==> src/rtl/asmem_seq_pkg.sv <==
package asmem_seq_pkg;
  localparam int unsigned TICK_W = 5;
  localparam int unsigned ON_W   = 4;
  localparam int unsigned DIV_W  = 2;

  typedef logic [TICK_W-1:0] tick_t;
  typedef logic [ON_W-1:0]   on_t;

  typedef struct packed {
    on_t   on;
    tick_t off_rd;
    tick_t off_wr;
  } edge_pair_t;

  typedef struct packed {
    edge_pair_t       cs;
    edge_pair_t       adv;
    on_t              oe_on;
    tick_t            oe_off;
    on_t              we_on;
    tick_t            we_off;
    tick_t            len_rd;
    tick_t            len_wr;
    tick_t            acc;
    logic [DIV_W-1:0] div_m1;
    logic             sync_rd;
    logic             sync_wr;
  } seq_cfg_t;

  // Strobe window: active on ticks on..off-1, empty when off <= on.
  function automatic logic in_window(tick_t t, on_t on, tick_t off);
    tick_t on_x;
    on_x = tick_t'(on);
    return (off > on_x) && (t >= on_x) && (t < off);
  endfunction

  // Rising edge of the divided clock: tick is a multiple of div_m1+1.
  function automatic logic div_phase_hit(tick_t t, logic [DIV_W-1:0] div_m1);
    logic hit;
    case (div_m1)
      2'd0:    hit = 1'b1;
      2'd1:    hit = ~t[0];
      2'd2:    hit = ((t % tick_t'(3)) == '0);
      default: hit = (t[1:0] == 2'b00);
    endcase
    return hit;
  endfunction
endpackage

==> src/rtl/asmem_tick_ctr.sv <==
module asmem_tick_ctr
  import asmem_seq_pkg::*;
(
  input  logic  clk,
  input  logic  rst_n,
  input  logic  start,
  input  tick_t len,
  output logic  active,
  output tick_t tick,
  output logic  at_end,
  output logic  launch
);
  assign launch = start && !active;
  assign at_end = active && (tick == len);

  always_ff @(posedge clk or negedge rst_n) begin
    if (!rst_n) begin
      active <= 1'b0;
      tick   <= '0;
    end else if (launch) begin
      active <= 1'b1;
      tick   <= '0;
    end else if (at_end) begin
      active <= 1'b0;
      tick   <= '0;
    end else if (active) begin
      tick <= tick + tick_t'(1);
    end
  end
endmodule

==> src/rtl/asmem_strobe_win.sv <==
module asmem_strobe_win
  import asmem_seq_pkg::*;
(
  input  logic  active,
  input  logic  at_end,
  input  logic  allow,
  input  tick_t tick,
  input  on_t   on,
  input  tick_t off,
  output logic  strobe_n
);
  logic live;
  assign live     = active && !at_end && allow;
  assign strobe_n = !(live && in_window(tick, on, off));
endmodule

==> src/rtl/asmem_clk_en.sv <==
module asmem_clk_en
  import asmem_seq_pkg::*;
(
  input  logic             active,
  input  logic             at_end,
  input  logic             sync_sel,
  input  logic [DIV_W-1:0] div_m1,
  input  tick_t            tick,
  output logic             clk_en
);
  assign clk_en = active && !at_end && sync_sel && div_phase_hit(tick, div_m1);
endmodule

==> src/rtl/asmem_strobe_seq.sv <==
module asmem_strobe_seq
  import asmem_seq_pkg::*;
#(
  parameter int unsigned CFG_W = 32
) (
  input  logic             clk,
  input  logic             rst_n,
  input  logic             start_i,
  input  logic             write_i,
  input  logic [CFG_W-1:0] cfg_mode_i,
  input  logic [CFG_W-1:0] cfg_cs_i,
  input  logic [CFG_W-1:0] cfg_adv_i,
  input  logic [CFG_W-1:0] cfg_rw_i,
  input  logic [CFG_W-1:0] cfg_len_i,
  output logic             cs_n_o,
  output logic             adv_n_o,
  output logic             oe_n_o,
  output logic             we_n_o,
  output logic             capture_o,
  output logic             done_o,
  output logic             bus_clk_en_o
);
  // Field positions that software and this block agree on.
  localparam int unsigned ON_LSB    = 0;
  localparam int unsigned RDOFF_LSB = 8;
  localparam int unsigned WROFF_LSB = 16;
  localparam int unsigned WEON_LSB  = 16;
  localparam int unsigned WEOFF_LSB = 24;
  localparam int unsigned LENR_LSB  = 0;
  localparam int unsigned LENW_LSB  = 8;
  localparam int unsigned ACC_LSB   = 16;
  localparam int unsigned DIV_LSB   = 0;
  localparam int unsigned SYNR_BIT  = 8;
  localparam int unsigned SYNW_BIT  = 9;
  localparam int unsigned N_STROBE  = 4;

  seq_cfg_t cfg_d, cfg_q;
  logic     wr_q;

  function automatic edge_pair_t split_edges(logic [CFG_W-1:0] w);
    edge_pair_t e;
    e.on     = w[ON_LSB    +: ON_W];
    e.off_rd = w[RDOFF_LSB +: TICK_W];
    e.off_wr = w[WROFF_LSB +: TICK_W];
    return e;
  endfunction

  always_comb begin
    cfg_d.cs      = split_edges(cfg_cs_i);
    cfg_d.adv     = split_edges(cfg_adv_i);
    cfg_d.oe_on   = cfg_rw_i[ON_LSB    +: ON_W];
    cfg_d.oe_off  = cfg_rw_i[RDOFF_LSB +: TICK_W];
    cfg_d.we_on   = cfg_rw_i[WEON_LSB  +: ON_W];
    cfg_d.we_off  = cfg_rw_i[WEOFF_LSB +: TICK_W];
    cfg_d.len_rd  = cfg_len_i[LENR_LSB +: TICK_W];
    cfg_d.len_wr  = cfg_len_i[LENW_LSB +: TICK_W];
    cfg_d.acc     = cfg_len_i[ACC_LSB  +: TICK_W];
    cfg_d.div_m1  = cfg_mode_i[DIV_LSB +: DIV_W];
    cfg_d.sync_rd = cfg_mode_i[SYNR_BIT];
    cfg_d.sync_wr = cfg_mode_i[SYNW_BIT];
  end

  // Bits of the words that carry no field for this block.
  logic unused_cfg_bits;
  assign unused_cfg_bits = ^{cfg_mode_i[CFG_W-1:SYNW_BIT+1], cfg_mode_i[SYNR_BIT-1:DIV_W],
                             cfg_cs_i[CFG_W-1:WROFF_LSB+TICK_W], cfg_cs_i[WROFF_LSB-1:RDOFF_LSB+TICK_W],
                             cfg_cs_i[RDOFF_LSB-1:ON_W],
                             cfg_adv_i[CFG_W-1:WROFF_LSB+TICK_W], cfg_adv_i[WROFF_LSB-1:RDOFF_LSB+TICK_W],
                             cfg_adv_i[RDOFF_LSB-1:ON_W],
                             cfg_rw_i[CFG_W-1:WEOFF_LSB+TICK_W], cfg_rw_i[WEOFF_LSB-1:WEON_LSB+ON_W],
                             cfg_rw_i[WEON_LSB-1:RDOFF_LSB+TICK_W], cfg_rw_i[RDOFF_LSB-1:ON_W],
                             cfg_len_i[CFG_W-1:ACC_LSB+TICK_W], cfg_len_i[ACC_LSB-1:LENW_LSB+TICK_W],
                             cfg_len_i[LENW_LSB-1:TICK_W]};

  // Named internal events, used by the bound checker.
  logic  cycle_active;
  logic  cycle_end;
  logic  cycle_launch;
  tick_t tick;
  tick_t len_sel;

  assign len_sel = wr_q ? cfg_q.len_wr : cfg_q.len_rd;

  asmem_tick_ctr u_ctr (
    .clk    (clk),
    .rst_n  (rst_n),
    .start  (start_i),
    .len    (len_sel),
    .active (cycle_active),
    .tick   (tick),
    .at_end (cycle_end),
    .launch (cycle_launch)
  );

  always_ff @(posedge clk or negedge rst_n) begin
    if (!rst_n) begin
      cfg_q <= '0;
      wr_q  <= 1'b0;
    end else if (cycle_launch) begin
      cfg_q <= cfg_d;
      wr_q  <= write_i;
    end
  end

  // Per-strobe edge selection: index 0 cs, 1 adv, 2 oe, 3 we.
  on_t   on_v    [N_STROBE];
  tick_t off_v   [N_STROBE];
  logic  allow_v [N_STROBE];
  logic  [N_STROBE-1:0] strobe_n_v;

  always_comb begin
    on_v[0]    = cfg_q.cs.on;
    off_v[0]   = wr_q ? cfg_q.cs.off_wr : cfg_q.cs.off_rd;
    allow_v[0] = 1'b1;
    on_v[1]    = cfg_q.adv.on;
    off_v[1]   = wr_q ? cfg_q.adv.off_wr : cfg_q.adv.off_rd;
    allow_v[1] = 1'b1;
    on_v[2]    = cfg_q.oe_on;
    off_v[2]   = cfg_q.oe_off;
    allow_v[2] = !wr_q;
    on_v[3]    = cfg_q.we_on;
    off_v[3]   = cfg_q.we_off;
    allow_v[3] = wr_q;
  end

  for (genvar gi = 0; gi < N_STROBE; gi++) begin : g_strobe
    asmem_strobe_win u_win (
      .active   (cycle_active),
      .at_end   (cycle_end),
      .allow    (allow_v[gi]),
      .tick     (tick),
      .on       (on_v[gi]),
      .off      (off_v[gi]),
      .strobe_n (strobe_n_v[gi])
    );
  end

  assign cs_n_o  = strobe_n_v[0];
  assign adv_n_o = strobe_n_v[1];
  assign oe_n_o  = strobe_n_v[2];
  assign we_n_o  = strobe_n_v[3];

  asmem_clk_en u_clken (
    .active   (cycle_active),
    .at_end   (cycle_end),
    .sync_sel (wr_q ? cfg_q.sync_wr : cfg_q.sync_rd),
    .div_m1   (cfg_q.div_m1),
    .tick     (tick),
    .clk_en   (bus_clk_en_o)
  );

  assign capture_o = cycle_active && !cycle_end && !wr_q && (tick == cfg_q.acc);
  assign done_o    = cycle_end;
endmodule

==> config.mk <==
export PLATFORM = sky130hd
export DESIGN_NAME = asmem_strobe_seq
export DESIGN_NICKNAME = d
export VERILOG_FILES = /design/src/rtl/asmem_seq_pkg.sv /design/src/rtl/asmem_tick_ctr.sv /design/src/rtl/asmem_strobe_win.sv /design/src/rtl/asmem_clk_en.sv /design/src/rtl/asmem_strobe_seq.sv
export SDC_FILE = /design/constraint.sdc
export NUM_CORES = 1
export LEC_CHECK = 0
export CORE_ASPECT_RATIO = 0.7
export CORE_UTILIZATION = 48
export DETAILED_ROUTE_END_ITERATION = 12
export GPL_ROUTABILITY_DRIVEN = 0
export PLACE_DENSITY = 0.93
export SETUP_SLACK_MARGIN = 0.2
export SYNTH_ARGS = -nofsm -noshare
export SYNTH_HDL_FRONTEND = slang
export SYNTH_SLANG_ARGS = --single-unit
==> constraint.sdc <==
create_clock -name clk -period 5.1 [get_ports clk]
set_clock_uncertainty 0.1 [all_clocks]
set_input_delay 0.765 -clock clk [delete_from_list [all_inputs] [get_ports clk]]
set_output_delay 0.765 -clock clk [all_outputs]
set_load 0.02 [all_outputs]
# [Yosys cells after proc, flatten, opt, wreduce, memory -nomap -nowiden]
# Index checks and enable logic that the tools add are counted.
[classes] add_sub_neg=1 div=1 n_lt_le_gt_ge=12 eq_ne=4 mux=10 bitwise=1 n_reduce_logical=32
[op_table] op="$mux W5" n=6
[op_table] op="$ge A5 B4 Y1" n=4
[op_table] op="$gt A5 B4 Y1" n=4
[op_table] op="$logic_and A1 B1 Y1" n=20
[op_table] op="$lt A5 B5 Y1" n=4
[op_table] op="$eq A5 B5 Y1" n=2
[op_table] op="$logic_not A1 Y1" n=7
[op_table] op="$add A5 B1 Y5 const B" n=1
[op_table] op="$logic_not A5 Y1" n=1
[op_table] op="$mod A5 B2 Y5 const B" n=1
[op_table] op="$logic_not A2 Y1" n=2
[op_table] op="$mux W1" n=3
[op_table] op="$pmux W1 S3" n=1
[op_table] op="$reduce_bool A3 Y1" n=1
[op_table] op="$eq A2 B1 Y1 const B" n=1
[op_table] op="$eq A2 B2 Y1 const B" n=1
[op_table] op="$reduce_bool A2 Y1" n=1
[op_table] op="$not A1 Y1" n=1
[word_totals] reg_bits=72 in_bits=164

# [Logic depth before layout (Yosys ltp)]
# Gate-level depths: netlist (run 1).
[logic_depth] depth_word=8 depth_mapped=11

# [By module]
# From an unflattened synthesis (run 1), not the netlist that was laid out.
[unflattened] hier_cells=431 hier_area_um2=4880.9
[by_module_without_submodules] module="asmem_strobe_seq" instances=1 cells_per_inst=169 area_per_inst_um2=2820.2
[by_module_without_submodules] module="asmem_strobe_win" instances=4 cells_per_inst=40 area_per_inst_um2=304.0
[by_module_without_submodules] module="asmem_clk_en" instances=1 cells_per_inst=65 area_per_inst_um2=452.9
[by_module_without_submodules] module="asmem_tick_ctr" instances=1 cells_per_inst=37 area_per_inst_um2=391.6

# [Least setup slack after synthesis (run 1)]
# OpenSTA, ideal clock, no wires.
[synth_timing] path_kind="flip-flop to output port" from="register u_ctr.tick[0]" to="output port bus_clk_en_o" t_arrival_ns=2.818 required_ns=4.235 slack_ns=1.417 stages_incl_launch_ff=12 cell_sequence="dfrtp_1 -> buf_2 -> inv_1 -> ha_1 -> nor2b_1 -> a311oi_1 -> nand3_1 -> ha_1 -> or3_1 -> o2bb2ai_1 -> o21ai_1 -> a2111oi_2"
[synth_via] elab_chain_len=6
[synth_lines] item="start: declaration" line_no="asmem_tick_ctr.sv:9" source="output tick_t tick,"
[synth_lines] item="start signal: assignment" line_no="asmem_tick_ctr.sv:27" source="tick <= tick + tick_t'(1);"
[synth_lines] item="parallel branches: the longest is 5 deep, another holds $mod A5 B2 Y5"
[synth_lines] item="$logic_and A1 B1 Y1 *" line_no="asmem_clk_en.sv:11" source="assign clk_en = active && !at_end && sync_sel && div_phase_hit(tick, div_m1);"
[synth_lines] item="end: declaration" line_no="asmem_strobe_seq.sv:21" source="output logic bus_clk_en_o"
# Mark *: on every way between the ends.

# [Worst setup path in the final report (run 1)]
# Same ends and word-level chain as after synthesis.

==> results of run 1 <==
[metal layers]
metal  wire [um]  track usage, %  vias to the layer above
met3         513            5.84                       31
li1            -               -                     1636
met1        4390            27.8                     1659
met5           0               0                        -
met4         312            10.1                        0
met2        5220            39.4                       98
[per-stage QoR]
step	utilization (%)	setup WS (ns)
after CTS	61.9	0.311
after global routing	62.0	0.306
after global placement	59.1	0.824
after floorplan	-	1.42
final	62.0	0.410
after detailed placement	59.1	0.685
[critical path: stages, from the launching register on]
cell and delay [ns]:
dfrtp_2 0.51, inv_1 0.10, ha_1 0.25, nor2b_1 0.14, a311oi_1 0.36, nand3_1 0.19
ha_1 0.29, or3_1 0.32, o2bb2ai_1 0.13, o21ai_1 0.10, a2111oi_2 0.44, clkdlybuf4s50_1 0.68
[synth_stat cells (2+ instances only)]
| cell | number |
|---|---|
| nand4_1 | 2 |
| a21oi_1 | 5 |
| o2111ai_1 | 2 |
| nor2_1 | 12 |
| a21boi_0 | 3 |
| o21a_1 | 5 |
| nand3_1 | 3 |
| and2_1 | 2 |
| inv_1 | 35 |
| o21ai_0 | 41 |
| dfrtp_1 | 72 |
| a21o_1 | 7 |
| nand2b_1 | 9 |
| nor3b_1 | 2 |
| a211oi_1 | 6 |
| xnor2_1 | 7 |
| a221o_1 | 2 |
| nor3_1 | 3 |
| nand2_1 | 31 |
| mux2i_1 | 15 |
| mux2_2 | 44 |
| a2111oi_0 | 3 |
| buf_2 | 6 |
| a41oi_1 | 2 |
| xor2_1 | 6 |
| ha_1 | 53 |
| nor2b_1 | 8 |
| clkbuf_1 | 9 |
[power breakdown]
part / switching, mW / internal (mW) / leakage [nW]
combinational: 1.03 / 0.980 / 1.52
clock: 0.232 / 0.347 / 0.130
sequential: 0.234 / 0.854 / 0.867
[sequential cells by signal (all words and copies together) (netlist names)]
register,count
cfg_q,65
u_ctr.tick,5
u_ctr.active,1
wr_q,1
[cells by family (layout without fill, tap and decap cells)]
group | after synthesis | count (layout)
and+or+nand+nor | 80 | 80
buffers and inverters | 53 | 130
AOI/OAI and AO/OA | 89 | 89
muxes | 60 | 60
DFF | 72 | 72
adders and majority gates | 53 | 53
xor gates and xnor gates | 13 | 13
[final cells by class]
cell class,count,area [um^2]
clock buffer,12,256
multi-input combinational,295,2450
tap,124,155
clock inverter,1,5.00
fill,673,3440
sequential,72,1800
timing repair buffer,82,798
inverter,35,131
[how the worst min path moves through the flow]
stage	start	to	slack, ns	cells past startpoint
finish	cfg_q[57]$_DFFE_PN0P_	cfg_q[57]$_DFFE_PN0P_	0.41	1
global route	cfg_q[37]$_DFFE_PN0P_	cfg_q[37]$_DFFE_PN0P_	0.42	1
CTS	cfg_q[0]$_DFFE_PN0P_	cfg_q[0]$_DFFE_PN0P_	0.41	1
detailed placement	cfg_q[43]$_DFFE_PN0P_	cfg_q[43]$_DFFE_PN0P_	0.40	1
global placement	cfg_q[43]$_DFFE_PN0P_	cfg_q[43]$_DFFE_PN0P_	0.39	1
floorplan	rst_n	cfg_q[0]$_DFFE_PN0P_	0.37	0
==> metrics, run 1 <==
Die Footprint=9690 um^2; Clock transition at path regs=0.05 ns; Setup violations, final=0; Ys Warns=0; CP required=4.24 ns; gr usage total=23.1%; reg2reg setup slack=2.54 ns; Post-DP Area=5340 um^2; Hold Crit Class=flip-flop to flip-flop; Post-Syn Area per Cell=10.6 um^2; Compound-Gate Fraction of Synth Area=13.3%; largest net degree at the start of global routing=89; detailed placer's ending HPWL=7360 um; wire length per cell=16.8 um; Post-Route WL=10400 um; Setup crit end=bus_clk_en_o; Max-Cap Viols=0; post-route ant nets=0; main combinational cell family by area after synthesis=adder cells; number of diodes=0; crit share post-route=92.0%; worst skew pair latency=0.33 ns; RSZ-0062 raised after global routing=false; DRC errors left=0; clock sinks=72; fraction of layout cells with a size suffix above 1=14.9%; Post-synth EDFFs=0; GRT Residual Overflow=0; leading area contributor after synthesis=dfrtp_1; Core ar.=9030 um^2; CP Class=flip-flop to output port; Non-Filler Instances=621; Rows=29; TritonCTS clock tree=built; Post-Layout Inst Area=5600 um^2; # Post-CTS Setup Buffers=0; via/cell ratio=5.51; reg2reg start=wr_q$_DFFE_PN0P_; Async SR Flop Fraction=100%; Layout Nets=712; VDD IR max=0.272 mV; Worst setup SP type=flip-flop; Slew HR=39.4%; Fmax=0.213 GHz; Pins Over Slew Limit=0; vias in the first global route=3509; Synth Area in XOR/XNOR=2.55%; Cell Pwr Density=657 nW/um^2; Post-Place Cells=608; CTS resizes=0; via count=3424; Arr. time, crit path=3.82 ns; Worst R2R Path Depth=7; Final Hold Fails=0; Mapped Nets=637; maximum clock path buffer count=2; Port-buffer cells=75; most common cell after layout, fill and taps aside=clkdlybuf4s50_1; hold_buf cts=0; number of synthesized register bits=72; adder-cell share of the synthesized area=14.9%; clock tree root buffer cell=clkbuf_16; register area share after synthesis=40.4%; ranking of synthesized cells by area=dfrtp_1, ha_1, mux2_2, o21ai_0, mux2i_1; initial antenna violation count=0; outcome=complete, no violations; CP endpoint kind=output port; Mapped Area=4460 um^2; Layout area overhead=25.5%; crit path from=u_ctr.tick[0]$_DFFE_PN0P_; Slew @ Worst Pin=0.908 ns; minimum clock period=4.69 ns; CP Max Fanout=12; Syn Inst Count=420; mux share of post-synthesis cell area=14.8%; Primary FF master, synth=dfrtp_1; num ports=171; most frequent cells in the layout=clkdlybuf4s50_1, dfrtp_1, ha_1; count of cell types in the netlist=53; Detailed Route Iter0 Violations=173; Starting Density=49.4%; global-route wire length before repair=16700 um; Total Power=3.68 mW; Die X=117 um; Die Y=82.7 um; RR Endpoint=u_ctr.tick[2]$_DFFE_PN0P_; H-Tree Depth=3; Hold Slack=0.409 ns; total CTS buffers=9; TNS Setup=0 ns; simple-gate share of the synthesized area=9.26%; P_leak=2.52 nW; drt pass-1 iters=4; area share of the largest cell type after synthesis=40.4%
No activity file was read; power rests on OpenSTA's default activity.
==> run 2, diff against run 1 <==
CORE_UTILIZATION = 45   (was 48)
PLACE_DENSITY = 0.89   (was 0.93)
TNS_END_PERCENT = 1   (was default)
clock period = 4.7 ns   (was 5.1 ns; I/O delays follow)
==> run 2 against run 1 <==
- global-route usage down 0.42 points
- total power up 13%
- combinational power up 12%
- count of clock-buffer cells in the layout down 3
- highest routed layer unchanged
- non-clock buffer count up 3
- design area up 1.6%
- routed wire length up 1.5%
- setup slack worse by 0.065 ns
- die area up 6.5%
- register-to-register slack worse by 0.34 ns
- utilization down 0.95 points
- first-iteration DRC count down 35%
==> metrics, run 2 (same netlist as run 1, synthesis figures left out) <==
outcome=complete, no violations; Starting Density=47.8% (-1.5 points); Rows=29 (unchanged); hold path depth=1 (unchanged); Worst R2R Path Depth=7 (unchanged); Clock transition at path regs=0.06 ns (about the same); wire length per cell=16.9 um (+0.50%); Die Footprint=10300 um^2 (+6.5%); maximum clock path buffer count=2 (unchanged); Setup violations, final=0 (unchanged); fraction of layout cells with a size suffix above 1=15.7% (+0.82 points); global-route wire length before repair=17900 um (+7.5%); detailed placer's ending HPWL=7800 um (+6.0%); Hold Slack=0.405 ns (-0.00403 ns); Layout Utilization=61.0% (-0.95 points); Place WS=0.556 ns (-0.129 ns); Post-Layout Inst Area=5690 um^2 (+1.6%); total CTS buffers=9 (unchanged); reg2reg start=wr_q$_DFFE_PN0P_; Final Hold Fails=0 (unchanged); TritonCTS clock tree=built; Port-buffer cells=75 (unchanged); VDD IR max=0.375 mV (+38%); Detailed Route Iter0 Violations=113 (-35%); H-Tree Depth=3 (unchanged); max FFs per register=65 (unchanged); Core ar.=9330 um^2 (+3.2%); Slew @ Worst Pin=1.07 ns (+0.162 ns); Reg with most FFs=cfg_q; worst skew pair latency=0.34 ns (about the same); clock tree root buffer cell=clkbuf_16; drt pass-1 iters=4 (unchanged); Layout Nets=715 (+0.42%); CP endpoint kind=output port; clock sinks=72 (unchanged); Fmax=0.230 GHz; Die X=121 um (+3.2%); Endpoint, Worst Hold=cfg_q[59]$_DFFE_PN0P_; Post-Place Cells=611 (+0.49%); # Post-CTS Setup Buffers=0 (unchanged); Top Registers=cfg_q: 65 flops, u_ctr.tick: 5 flops; Cell Pwr Density=728 nW/um^2 (+11%); via/cell ratio=5.59 (+1.4%); most frequent cells in the layout=clkdlybuf4s50_1, dfrtp_1, ha_1; Worst setup SP type=flip-flop; CP Class=flip-flop to output port; Post-DP Area=5370 um^2 (+0.66%); number of diodes=0 (unchanged); crit share post-route=92.7%; Arr. time, crit path=3.55 ns (-0.27 ns); TNS Setup=0 ns (unchanged); Die Y=85.3 um (+3.2%); P_leak=2.56 nW (+1.6%); Pins Over Slew Limit=0 (unchanged); largest net degree at the start of global routing=62 (-30%); GRT Residual Overflow=0 (unchanged); minimum clock period=4.36 ns; CP Max Fanout=8 (-4); gr usage total=22.6% (-0.42 points); Max-Cap Viols=0 (unchanged); initial antenna violation count=0 (unchanged); post-route ant nets=0 (unchanged); RR Endpoint=u_ctr.tick[2]$_DFFE_PN0P_; via count=3506 (+2.4%); reg2reg setup slack=2.20 ns (-0.34 ns); Slew HR=28.7% (-11 points); DRC errors left=0 (unchanged); num ports=171 (unchanged); Layout area overhead=27.6%; most common cell after layout, fill and taps aside=clkdlybuf4s50_1; Non-Filler Instances=627 (+0.97%); CP required=3.89 ns (-0.35 ns); Hold Path Origin=cfg_q[59]$_DFFE_PN0P_; Hold Crit Class=flip-flop to flip-flop; Total Power=4.14 mW (+13%); RSZ-0062 raised after global routing=false; Post-Route WL=10600 um (+1.5%); vias in the first global route=3821 (+8.9%); final worst setup slack=0.345 ns (-0.0655 ns)
==> run 2: cell types whose count changed in the layout (fill, tap and decap cells not counted), sizes merged <==
cell	previous run	this run
bufinv	0	2
clkbuf	12	9
clkdlybuf4s50	74	73
buf	8	11
dlygate4sd2	0	1
clkinvlp	0	3
clkinv	1	2
==> run 2: area by class of cell <==
type                    instances  area, um^2
clock buffers                   9         225
clock inverters                 7        96.3
fillers                       706        3630
inverters                      35         131
multi-input cells             295        2450
flip-flops and latches         72        1800
well taps                     124         155
repair buffers                 85         832
==> run 2: worst max-delay path by stage <==
stage / start / endpoint
after floorplan: u_ctr.tick[0]$_DFFE_PN0P_ / bus_clk_en_o
after global placement: u_ctr.tick[1]$_DFFE_PN0P_ / bus_clk_en_o
after detailed placement: u_ctr.tick[1]$_DFFE_PN0P_ / bus_clk_en_o
after CTS: wr_q$_DFFE_PN0P_ / cs_n_o
after global routing: wr_q$_DFFE_PN0P_ / cs_n_o
final: wr_q$_DFFE_PN0P_ / cs_n_o
==> run 2: power breakdown <==
part	leakage, nW	switching (mW)	internal [mW]	total [mW]
Clock	0.148	0.274	0.464	0.738
Sequential	0.870	0.216	0.925	1.14
Combinational	1.54	1.19	1.08	2.26
Total	2.56	1.68	2.47	4.14
==> run 2: worst max-delay path: stages, from the launching register on <==
cell and delay [ns]:
dfrtp_1 0.60, mux2i_1 0.39, inv_1 0.08, ha_1 0.30
nor2b_1 0.17, o21a_1 0.12, o21a_1 0.12, o21ai_0 0.12
a2111oi_0 0.47, o21ai_0 0.24, clkdlybuf4s50_1 0.59
==> run 2: what timing repair did <==
item,CTS,global route
gates resized for setup,1,0
endpoints found under the setup margin,1,0
hold buffers,0,0
==> run 2: routing by layer <==
metal  wire length (um)  vias up  global-route usage (%)
met5                  0        -                       0
li1                   -     1651                       -
met1               4560     1713                    27.6
met4                261        0                    8.08
met3                580       28                    5.91
met2               5190      114                    38.7
